==> config.mk <==
export PLATFORM = sky130hd
export DESIGN_NAME = dctimer_chan
export DESIGN_NICKNAME = d
export VERILOG_FILES = /design/src/rtl/dctimer_pkg.sv /design/src/rtl/dctimer_presc.sv /design/src/rtl/dctimer_count.sv /design/src/rtl/dctimer_chan.sv
export SDC_FILE = /design/constraint.sdc
export NUM_CORES = 1
export LEC_CHECK = 0
export ABC_CLOCK_PERIOD_IN_PS = 2990
export BUFFER_PORTS_ARGS = -buffer_cell sky130_fd_sc_hd__buf_2
export CORE_ASPECT_RATIO = 0.9
export CORE_MARGIN = 8
export CORE_UTILIZATION = 54
export CTS_BUF_LIST = sky130_fd_sc_hd__clkbuf_16
export DETAILED_ROUTE_END_ITERATION = 8
export PLACE_DENSITY = 0.89
export SLEW_MARGIN = 20
export SYNTH_ARGS = -nofsm -noshare
export SYNTH_HDL_FRONTEND = slang
export SYNTH_SLANG_ARGS = --single-unit
==> constraint.sdc <==
create_clock -name clk -period 2.99 [get_ports clk]
set_input_delay 0.299 -clock clk [delete_from_list [all_inputs] [get_ports clk]]
set_output_delay 0.299 -clock clk [all_outputs]
set_load 0.03 [all_outputs]
==> src/rtl/dctimer_pkg.sv <==
package dctimer_pkg;

    localparam int CTRL_W = 8;

    typedef enum logic [1:0] {
        PS_DIV1   = 2'd0,
        PS_DIV16  = 2'd1,
        PS_DIV256 = 2'd2,
        PS_RSVD   = 2'd3
    } presc_e;

    typedef struct packed {
        logic   en;
        logic   periodic;
        logic   ie;
        logic   unused4;
        presc_e presc;
        logic   wide;
        logic   oneshot;
    } ctrl_t;

    localparam ctrl_t CTRL_RST = '{en: 1'b0, periodic: 1'b0, ie: 1'b1, unused4: 1'b0,
                                   presc: PS_DIV1, wide: 1'b0, oneshot: 1'b0};

    function automatic ctrl_t ctrl_clean(input logic [CTRL_W-1:0] raw);
        ctrl_t c;
        c = ctrl_t'(raw);
        c.unused4 = 1'b0;
        return c;
    endfunction

endpackage

==> src/rtl/dctimer_presc.sv <==
module dctimer_presc
    import dctimer_pkg::*;
#(
    parameter int MID_LOG = 4,
    parameter int HI_LOG  = 8
) (
    input  logic   clk,
    input  logic   rst,
    input  logic   active,
    input  logic   restart,
    input  presc_e presc,
    output logic   tick
);
    logic [HI_LOG-1:0] pcnt_q;
    logic mid_hit, hi_hit;

    assign mid_hit = &pcnt_q[MID_LOG-1:0];
    assign hi_hit  = &pcnt_q;

    always_comb begin
        unique case (presc)
            PS_DIV1:  tick = active;
            PS_DIV16: tick = active && mid_hit;
            default:  tick = active && hi_hit;   // code 3 follows code 2
        endcase
    end

    always_ff @(posedge clk) begin
        if (rst || restart) pcnt_q <= '0;
        else if (active)    pcnt_q <= pcnt_q + 1'b1;
    end
endmodule

==> src/rtl/dctimer_count.sv <==
module dctimer_count #(
    parameter int CNT_W  = 32,
    parameter int HALF_W = CNT_W / 2
) (
    input  logic             clk,
    input  logic             rst,
    input  logic             tick,
    input  logic             wide,
    input  logic             periodic,
    input  logic             oneshot,
    input  logic [CNT_W-1:0] reload,
    input  logic             wr_load,
    input  logic [CNT_W-1:0] wdata,
    input  logic             go,
    input  logic             intclr,
    output logic [CNT_W-1:0] cnt,
    output logic             run,
    output logic             ris
);
    logic [CNT_W-1:0] cnt_q, cnt_nxt;
    logic run_q, ris_q;
    logic at_zero, at_one, wd_zero;

    always_comb begin
        if (wide) begin
            at_zero = (cnt_q == '0);
            at_one  = (cnt_q == CNT_W'(1));
            wd_zero = (wdata == '0);
        end else begin
            at_zero = (cnt_q[HALF_W-1:0] == '0);
            at_one  = (cnt_q[HALF_W-1:0] == HALF_W'(1));
            wd_zero = (wdata[HALF_W-1:0] == '0);
        end
    end

    always_comb begin
        if (at_zero) begin
            if (periodic)
                cnt_nxt = wide ? reload : {cnt_q[CNT_W-1:HALF_W], reload[HALF_W-1:0]};
            else
                cnt_nxt = wide ? '1 : {cnt_q[CNT_W-1:HALF_W], {HALF_W{1'b1}}};
        end else begin
            cnt_nxt = wide ? cnt_q - CNT_W'(1)
                           : {cnt_q[CNT_W-1:HALF_W], cnt_q[HALF_W-1:0] - HALF_W'(1)};
        end
    end

    always_ff @(posedge clk) begin
        if (rst) begin
            cnt_q <= '1;
            run_q <= 1'b1;
            ris_q <= 1'b0;
        end else begin
            if (wr_load)   cnt_q <= wdata;
            else if (tick) cnt_q <= cnt_nxt;

            if (wr_load && periodic)         run_q <= !wd_zero;
            else if (go)                     run_q <= 1'b1;
            else if (tick && at_one && oneshot) run_q <= 1'b0;

            if (tick && at_one) ris_q <= 1'b1;
            else if (intclr)    ris_q <= 1'b0;
        end
    end

    assign cnt = cnt_q;
    assign run = run_q;
    assign ris = ris_q;
endmodule

==> src/rtl/dctimer_chan.sv <==
module dctimer_chan
    import dctimer_pkg::*;
#(
    parameter int CNT_W   = 32,
    parameter int MID_LOG = 4,
    parameter int HI_LOG  = 8
) (
    input  logic              clk,
    input  logic              rst,
    input  logic              wr_load,
    input  logic              wr_bgload,
    input  logic              wr_ctrl,
    input  logic              wr_intclr,
    input  logic [CNT_W-1:0]  wdata,
    output logic [CNT_W-1:0]  value_o,
    output logic [CNT_W-1:0]  load_o,
    output logic [CTRL_W-1:0] ctrl_o,
    output logic              ris_o,
    output logic              mis_o,
    output logic              irq_o
);
    localparam int HALF_W = CNT_W / 2;

    ctrl_t ctrl_q, ctrl_new;
    logic [CNT_W-1:0] load_q;
    logic restart, go, run, tick, ris;

    assign ctrl_new = ctrl_clean(wdata[CTRL_W-1:0]);

    always_ff @(posedge clk) begin
        if (rst) begin
            ctrl_q <= CTRL_RST;
            load_q <= '0;
        end else begin
            if (wr_ctrl)              ctrl_q <= ctrl_new;
            if (wr_load || wr_bgload) load_q <= wdata;
        end
    end

    assign restart = wr_ctrl && ((ctrl_new.presc != ctrl_q.presc) || (ctrl_new.en && !ctrl_q.en));
    assign go      = wr_ctrl && ctrl_new.en;

    dctimer_presc #(.MID_LOG(MID_LOG), .HI_LOG(HI_LOG)) u_presc (
        .clk     (clk),
        .rst     (rst),
        .active  (ctrl_q.en && run),
        .restart (restart),
        .presc   (ctrl_q.presc),
        .tick    (tick)
    );

    dctimer_count #(.CNT_W(CNT_W), .HALF_W(HALF_W)) u_count (
        .clk      (clk),
        .rst      (rst),
        .tick     (tick),
        .wide     (ctrl_q.wide),
        .periodic (ctrl_q.periodic),
        .oneshot  (ctrl_q.oneshot),
        .reload   (load_q),
        .wr_load  (wr_load),
        .wdata    (wdata),
        .go       (go),
        .intclr   (wr_intclr),
        .cnt      (value_o),
        .run      (run),
        .ris      (ris)
    );

    assign load_o = load_q;
    assign ctrl_o = ctrl_q;
    assign ris_o  = ris;
    assign mis_o  = ris && ctrl_q.ie;
    assign irq_o  = mis_o;
endmodule

==> results of run 1 <==
## critical path, stage by stage (launching register included)
cell	delay, ns
dfxtp_1	0.37
or4_1	0.67
nor4_4	0.71
nand3_2	0.17
or4b_4	0.54
o211ai_2	0.07
or2_1	0.11
## worst max path at each step
stage                     cells after the start               to  slack (ns)
after detailed placement                      6  u_count.cnt[25]        0.39
after floorplan                               7  u_count.cnt[25]        0.56
final                                         6  u_count.cnt[25]        0.30
after global routing                          8  u_count.cnt[11]        0.13
after CTS                                     6  u_count.cnt[25]        0.36
after global placement                        6  u_count.cnt[25]        0.44
## sequential cells by signal, indices dropped and copies added, names as in the netlist
register and count:
load_o 32, u_count.cnt 32, u_presc.pcnt_q 8, ctrl_o 7, u_count.ris 1, u_count.run 1
## per-layer routing
layer / vias to the layer above / part of all wire [%] / track usage [%]
met5: - / 0 / 0
li1: 2328 / - / -
met4: 0 / 2.6 / 11.7
met2: 293 / 46 / 43.9
met3: 42 / 9.4 / 6.79
met1: 2423 / 42 / 36.2
## logic make-up (layout without fill, tap and decap cells)
group	Yosys count	after routing	share of synthesized area (%)
and+or+nand+nor	265	265	29.6
muxes	7	7	1.57
AOI/OAI and AO/OA	157	157	22.6
xor gates and xnor gates	22	22	4.30
DFF	81	81	36.2
buffers and inverters	51	148	4.78
other	1	1	0.0838
adders and majority gates	3	3	0.839
## final cells by class
type	count	area share, %
Multi-Input combinational cell	455	49.1
Sequential cell	81	30.1
Timing Repair Buffer	125	12.3
Clock buffer	9	4.18
Tap cell	99	2.30
Clock inverter	6	1.56
Inverter	8	0.557
## cells in the mapped netlist, drive strengths merged (2+ instances only)
library cell    n  area, sq um
or2             4         25.0
ha              3         37.5
a211oi          4         30.0
nand3          20          105
a311oi          2         17.5
clkbuf         31          116
nand2         103          387
xnor2          10         87.6
dfxtp          81         1620
xor2           12          105
and2            5         31.3
nor4           18          128
nor4b           2         17.5
o21ai          15         75.1
o2111ai         2         17.5
o211ai         22          170
and4            2         17.5
or4b            3         33.8
mux2i           7         70.1
a31oi           8         50.1
a221oi          5         43.8
buf            12         67.6
a21oi          64          320
a21o            6         45.0
nand2b          4         25.0
o311ai          8         70.1
o31ai           5         37.5
inv             8         30.0
or4             6         45.0
nand4          15          109
nor2           43          161
or3            15         95.1
nor3           18         95.1
o41ai           2         17.5
o31a            2         17.5
and3            4         26.3
o21bai          2         15.0
## power by group through the flow
stage | registers [W] | clock network, W | logic (W)
2_1_floorplan | 0.00136 | 0 | 0.000213
3_3_place_gp | 0.00125 | 0 | 0.000493
5_1_grt | 0.00124 | 0.00123 | 0.000548
3_5_place_dp | 0.00125 | 0 | 0.000503
6_report | 0.00124 | 0.00118 | 0.000509
4_1_cts | 0.00123 | 0.00118 | 0.000506
## metrics by stage
step / utilization [%] / power (W)
floorplan: - / 0.00157
global placement: 63.0 / 0.00174
detailed placement: 63.0 / 0.00176
CTS: 66.8 / 0.00292
global route: 66.8 / 0.00302
finish: 66.8 / 0.00292
==> flow_summary.ini, run 1 <==
[run_status]
outcome = complete, no violations

[global_route]
track_usage_pct = 28.0
overflow = 0
grt_pass1_wl_mm = 25.9
grt_start_max_net_pins = 39
antenna_found_initial = 0
grt_pass1_vias = 4959

[flow_run]
cap_viol_max_count = 0

[detailed_routing]
drc = 0
viasPerCell = 6.50
drt_iter0_markers = 499
drt_wl_total_mm = 16.0
vias = 5086
antenna_left = 0
drt_first_pass_iters = 5
wl_per_cell_um = 20.4

[pwr]
power_density_mw_per_mm2 = 543
internal-power_w = 0.00203
pwr-share-comb_pct = 17.4
power.leakage_nw = 2.16
clkPwrFrac_pct = 40.3
ir_worst_vdd_uv = 386
switchingPower_w = 0.000897
seq_power_share_pct = 42.3
swShare_pct = 30.7

[cells_and_area]
multiInputGateArea_sq_mm = 0.00264
n_antenna_cell = 0
drive_gt1_share_pct = 22.5
stdcell_area_sq_mm = 0.00539
nNetsFinal = 721
ff_latch_area_sq_mm = 0.00162
final_cells = 783
final_cell_mix = buf_2 (111), nand2_1 (103), dfxtp_1 (81)
final_common_cell = buf_2
syn_to_final_growth_pct = 20.4
fillers = 712

[setup_path]
startpoint_type = flip-flop
path_class = reg -> reg
r2r_end = u_count.cnt[25]
cp_max_fo = 9
r2r_start = u_count.cnt[2]
end_kind = flip-flop
r2r_cells = 6
rrSetupSlack_ns = 0.30
worstPathArrival_ns = 2.97
required_ns = 3.27
crit_start = u_count.cnt[2]

[min_path]
holdPathStages = 3
hold_end = u_count.cnt[10]
hp-start = wdata[10]
hold_class = in -> reg

[floorplan]
die_h_um = 102
die-width_um = 112
rows = 31
initial_core_util_pct = 55.5
dieArea_sq_mm = 0.0115
io_pins = 113
core_sq_mm = 0.00807

[clock_network]
cts_tree = built
cts_buffers = 9
clk_pin_slew_worst_paths_ns = 0.06
clkLatencyLatePin_ns = 0.34
cts.repair.resized = 0
hold_buffers = 0
htreeDepth = 3
cts_sinks = 81
clockBufferDepth = 2
cts_root_buf = clkbuf_16
post_cts_buffers = 0

[synth]
synth_warnings = 0
ys_types = 64
postSynthAreaPerCell_sq_um = 7.63
seq_area_frac_synth_pct = 36.2
synth_ff_type = dfxtp_1
syn-cell-area_sq_mm = 0.00448
netlist_instances = 587
synthArstFlopShare_pct = 0
synth_nets = 628
synth_edf_count = 0
synth-seq-cells = 81

[placed_design]
placed_cell_area_sq_mm = 0.00508
dp_cells = 768
io_buffers = 111
post-place-ws_ns = 0.385
gp_congestion = 0.950
hpwl_mm = 11.4

[sta]
timing.slew.headroom_pct = 41.7
tightestPinTransition_ns = 0.873
tns_ns = 0
setup_viol = 0
hold_slack_ns = 0.213
final_max_slew_viol_count = 0
hold_violations = 0
finalCritPeriodShare_pct = 89.9
rsz0062_at_grt = no
worst_slack_ns = 0.302
clock.fmax_mhz = 372
final.setup_skew_ns = 0.00821
min_period_ns = 2.69
Power figures use the tool's default switching activity.
==> inputs of run 2 (changes only) <==
Settings changed: CORE_UTILIZATION 54 to 55, CTS_BUF_LIST sky130_fd_sc_hd__clkbuf_16 to sky130_fd_sc_hd__clkbuf_4 sky130_fd_sc_hd__clkbuf_8, PLACE_DENSITY 0.89 to 0.9.
==> flow_summary.ini, run 2 (synthesis gave the netlist of run 1 again) <==
[run_status]
outcome = complete, no violations

[clock_network]
cts_root_buf = clkbuf_8
post_cts_buffers = 0
htreeDepth = 3
clockBufferDepth = 2
hold_buffers = 0
cts_buffers = 9
cts.repair.resized = 0
clkLatencyLatePin_ns = 0.36
cts_sinks = 81
cts_tree = built
clk_pin_slew_worst_paths_ns = 0.08

[floorplan]
dieArea_sq_mm = 0.0113
die_h_um = 102
io_pins = 113
initial_core_util_pct = 56.0
die-width_um = 111
rows = 31
core_sq_mm = 0.00799

[placed_design]
io_buffers = 111
dp_cells = 771
gp_congestion = 0.939
hpwl_mm = 11.2
placed_cell_area_sq_mm = 0.00510

[sta]
rsz0062_at_grt = no
final_max_slew_viol_count = 0
clock.fmax_mhz = 374
finalCritPeriodShare_pct = 89.4
timing.slew.headroom_pct = 32.7
tns_ns = 0
tightestPinTransition_ns = 1.01
hold_violations = 0
hold_slack_ns = 0.195
setup_viol = 0
final.setup_skew_ns = 0.00590
min_period_ns = 2.67

[cells_and_area]
drive_gt1_share_pct = 22.9
nNetsFinal = 724
n_antenna_cell = 0
final_cell_mix = buf_2 (111), nand2_1 (103), dfxtp_1 (81)
syn_to_final_growth_pct = 18.2
ff_latch_area_sq_mm = 0.00162
final_common_cell = buf_2
final_cells = 785
fillers = 700
multiInputGateArea_sq_mm = 0.00264
stdcell_area_sq_mm = 0.00529

[global_route]
grt_pass1_wl_mm = 25.5
grt_pass1_vias = 4905
grt_start_max_net_pins = 53
track_usage_pct = 27.3
overflow = 0
antenna_found_initial = 0

[detailed_routing]
viasPerCell = 6.44
vias = 5059
drt_first_pass_iters = 6
drt_iter0_markers = 429
wl_per_cell_um = 20.2
antenna_left = 0
drt_wl_total_mm = 15.9
drc = 0

[setup_path]
startpoint_type = flip-flop
worstPathArrival_ns = 2.98
cp_max_fo = 9
required_ns = 3.30
end_kind = flip-flop
path_class = reg -> reg

[pwr]
ir_worst_vdd_uv = 252
power_density_mw_per_mm2 = 483
power.leakage_nw = 2.12

[flow_run]
cap_viol_max_count = 0

[min_path]
hold_class = in -> reg
-- run 2: path summary, 6_finish.rpt --
kind                                        end           start  depth (start not counted)  slack (ns)
worst max-delay path            u_count.cnt[25]  u_count.cnt[2]                          6        0.32
worst min-delay path                 load_o[10]       wdata[10]                          3        0.19
worst max register to register  u_count.cnt[25]  u_count.cnt[2]                          6        0.32
worst min register to register       load_o[22]      load_o[22]                          2        0.47
-- run 2: through the flow --
step	util [%]	setup WS [ns]	power, W
3_3_place_gp	63.9	0.433	0.00174
5_1_grt	66.2	0.230	0.00264
6_report	66.2	0.318	0.00255
3_5_place_dp	63.9	0.356	0.00176
4_1_cts	66.2	0.337	0.00254
2_1_floorplan	-	0.556	0.00157
-- run 2: area by class of cell --
cell class | instances | share of cell area [%]
repair buffers | 128 | 12.9
flip-flops and latches | 81 | 30.7
clock inverters | 3 | 0.804
inverters | 8 | 0.568
multi-input cells | 455 | 50.0
well taps | 99 | 2.34
clock buffers | 11 | 2.74
-- run 2: report_power, final --
group	switching [W]	total (W)	internal, W
clock	0.000401	0.000809	0.000408
sequential	0.0000899	0.00123	0.00114
combinational	0.000350	0.000510	0.000160
-- run 2: worst max-delay path, stage by stage, from the launching register on --
cell	delay [ns]
dfxtp_1	0.37
or4_1	0.66
nor4_4	0.68
nand3_2	0.18
or4b_4	0.55
o211ai_2	0.07
or2_1	0.11
-- run 2: metal layers --
metal / track usage (%) / routed length, um
met1: 34.5 / 6610
met2: 44.1 / 7400
met3: 5.92 / 1460
met4: 12.0 / 416
met5: 0 / 0
==> inputs of run 3 (changes only) <==
Settings changed: CORE_UTILIZATION 55 to 56, PLACE_DENSITY 0.9 to 0.91, SYNTH_HIERARCHICAL set to 1.
==> flow_summary.ini, run 3 <==
[run_status]
outcome = complete, no violations

[global_route]
grt_start_max_net_pins = 65
overflow = 0
track_usage_pct = 26.6
antenna_found_initial = 0
grt_pass1_vias = 5049
grt_pass1_wl_mm = 24.8

[floorplan]
rows = 31
core_sq_mm = 0.00807
initial_core_util_pct = 57.9
die_h_um = 103
io_pins = 113
dieArea_sq_mm = 0.0115
die-width_um = 112

[setup_path]
crit_chain = or4_1, or3_1, o31a_1, or3_1, o211ai_2, o311ai_1
cpPeakStageDelay_ns = 0.61
end_kind = flip-flop
required_ns = 3.21
startpoint_type = flip-flop
worstPathArrival_ns = 3.09
cp_max_fo = 10
cp_num_buf_inv = 0
path_delay_family = simple AND/OR/NAND/NOR gates
cpMostUsedCell = or3_1
cp_slowest_cell = or3_1
path_class = reg -> reg

[synth]
synth_top_area_share_pct = 34.7
seq_area_frac_synth_pct = 34.7
synthArstFlopShare_pct = 0
synthMostInstantiatedCell = dfxtp_1
postSynthAreaPerCell_sq_um = 8.25
synthTopCellsByArea = dfxtp_1 (35%), a21oi_1 (6.4%), or3b_1 (6.0%), o21ai_1 (5.4%), nor2_1 (3.4%)
syn-cell-area_sq_mm = 0.00467
synthTopCellsByCount = dfxtp_1 (81), a21oi_1 (60), o21ai_1 (50)
synth-seq-cells = 81
ys_types = 63
netlist_instances = 566
synth_edf_count = 0
synth_warnings = 6
synth_ff_type = dfxtp_1
synth_nets = 607
synth_area_leader_cell = dfxtp_1

[sta]
finalCritPeriodShare_pct = 96.1
rsz0062_at_grt = no
final_max_slew_viol_count = 0
clock.fmax_mhz = 348
min_period_ns = 2.87
tns_ns = 0
tightestPinTransition_ns = 0.996
hold_violations = 0
timing.slew.headroom_pct = 33.6
final.setup_skew_ns = 0.00712
setup_viol = 0

[detailed_routing]
drt_iter0_markers = 722
drt_first_pass_iters = 5
viasPerCell = 6.74
antenna_left = 0
wl_per_cell_um = 20.9
drt_wl_total_mm = 15.8
vias = 5085
drc = 0

[min_path]
hold_class = in -> reg

[cells_and_area]
final_cell_mix = buf_2 (110), dfxtp_1 (81), a21oi_1 (60)
syn_to_final_growth_pct = 16.4
n_antenna_cell = 0
fillers = 669
nNetsFinal = 693
final_common_cell = buf_2
drive_gt1_share_pct = 23.6

[pwr]
power_density_mw_per_mm2 = 506
ir_worst_vdd_uv = 257
power_w = 0.00275
power.leakage_nw = 2.07

[clock_network]
cts.repair.resized = 0
cts_sinks = 81
clkLatencyLatePin_ns = 0.36
post_cts_buffers = 0
clk_pin_slew_worst_paths_ns = 0.08
htreeDepth = 3
clockBufferDepth = 2
cts_buffers = 9
cts_root_buf = clkbuf_8
hold_buffers = 0
cts_tree = built

[flow_run]
cap_viol_max_count = 0

[placed_design]
hpwl_mm = 10.9
io_buffers = 111
gp_congestion = 0.920
## run 3: cell types whose count changed after synthesis, sizes merged, moves of 7 or more
| cell | before | now |
|---|---|---|
| o31ai | 5 | 13 |
| nor3b | 0 | 7 |
| o211ai | 22 | 7 |
| nor3 | 18 | 7 |
| buf | 12 | 21 |
| or3b | 0 | 32 |
| nand3 | 20 | 7 |
| nand4 | 15 | 8 |
| nand2 | 103 | 22 |
| o21ai | 15 | 64 |
## run 3: layout make-up
cell class	count	area [sq um]	share of cell area, %
clock inverters	3	90.1	1.66
multi-input cells	420	2730	50.3
clock buffers	12	146	2.69
repair buffers	126	671	12.3
inverters	14	52.6	0.966
well taps	99	124	2.28
flip-flops and latches	81	1620	29.8
## run 3: path summary, 6_finish.rpt
| check | start | to | slack [ns] | cells after the start |
|---|---|---|---|---|
| min | wdata[5] | ctrl_o[5] | 0.21 | 2 |
| max reg2reg | u_count/cnt[19] | u_count/cnt[8] | 0.12 | 6 |
| max | u_count/cnt[19] | u_count/cnt[8] | 0.12 | 6 |
| min reg2reg | u_presc/pcnt_q[7] | u_presc/pcnt_q[7] | 0.50 | 2 |
## run 3: power breakdown
| part | switching, W | internal, W | total [W] |
|---|---|---|---|
| logic | 0.000364 | 0.000181 | 0.000546 |
| clock network | 0.000389 | 0.000579 | 0.000968 |
| registers | 0.0000904 | 0.00115 | 0.00124 |
## run 3: routing by layer
layer  share of wire (%)  GRT usage (%)  vias to the layer above  routed length (um)
li1                    -              -                     2284                   -
met5                   0              0                        -                   0
met4                 3.7           13.1                        0                 583
met2                  46           44.3                      359                7320
met3                  12           8.61                       78                1930
met1                  38           30.5                     2364                5960
## run 3: cell families (layout without fill, tap and decap cells)
kind of cell               after synthesis  count (layout)  share of synthesized area (%)
and+or+nand+nor                        179             179                           22.7
muxes                                    7               7                           1.50
AOI/OAI and AO/OA                      204             204                           28.4
xor gates and xnor gates                26              26                           4.87
DFF                                     81              81                           34.7
buffers and inverters                   65             155                           6.94
other                                    1               1                         0.0803
adders and majority gates                3               3                          0.804
## run 3: worst register-to-register path, cell delays in order, from the launching register on
cell	delay, ns
dfxtp_1	0.36
or4_1	0.55
or3_1	0.49
o31a_1	0.34
or3_1	0.61
o211ai_2	0.25
o311ai_1	0.13
## run 3: through the flow
step           instance area (sq um)  hold slack (ns)  worst slack, ns  instances  utilization, %
2_1_floorplan                   4670            0.421            0.339        566               -
3_3_place_gp                    5200            0.469            0.282        740            64.5
3_5_place_dp                    5200            0.483            0.185        740            64.5
4_1_cts                         5440            0.198            0.176        755            67.4
5_1_grt                         5440            0.225           0.0338        755            67.4
6_report                        5440            0.209            0.118        755            67.4
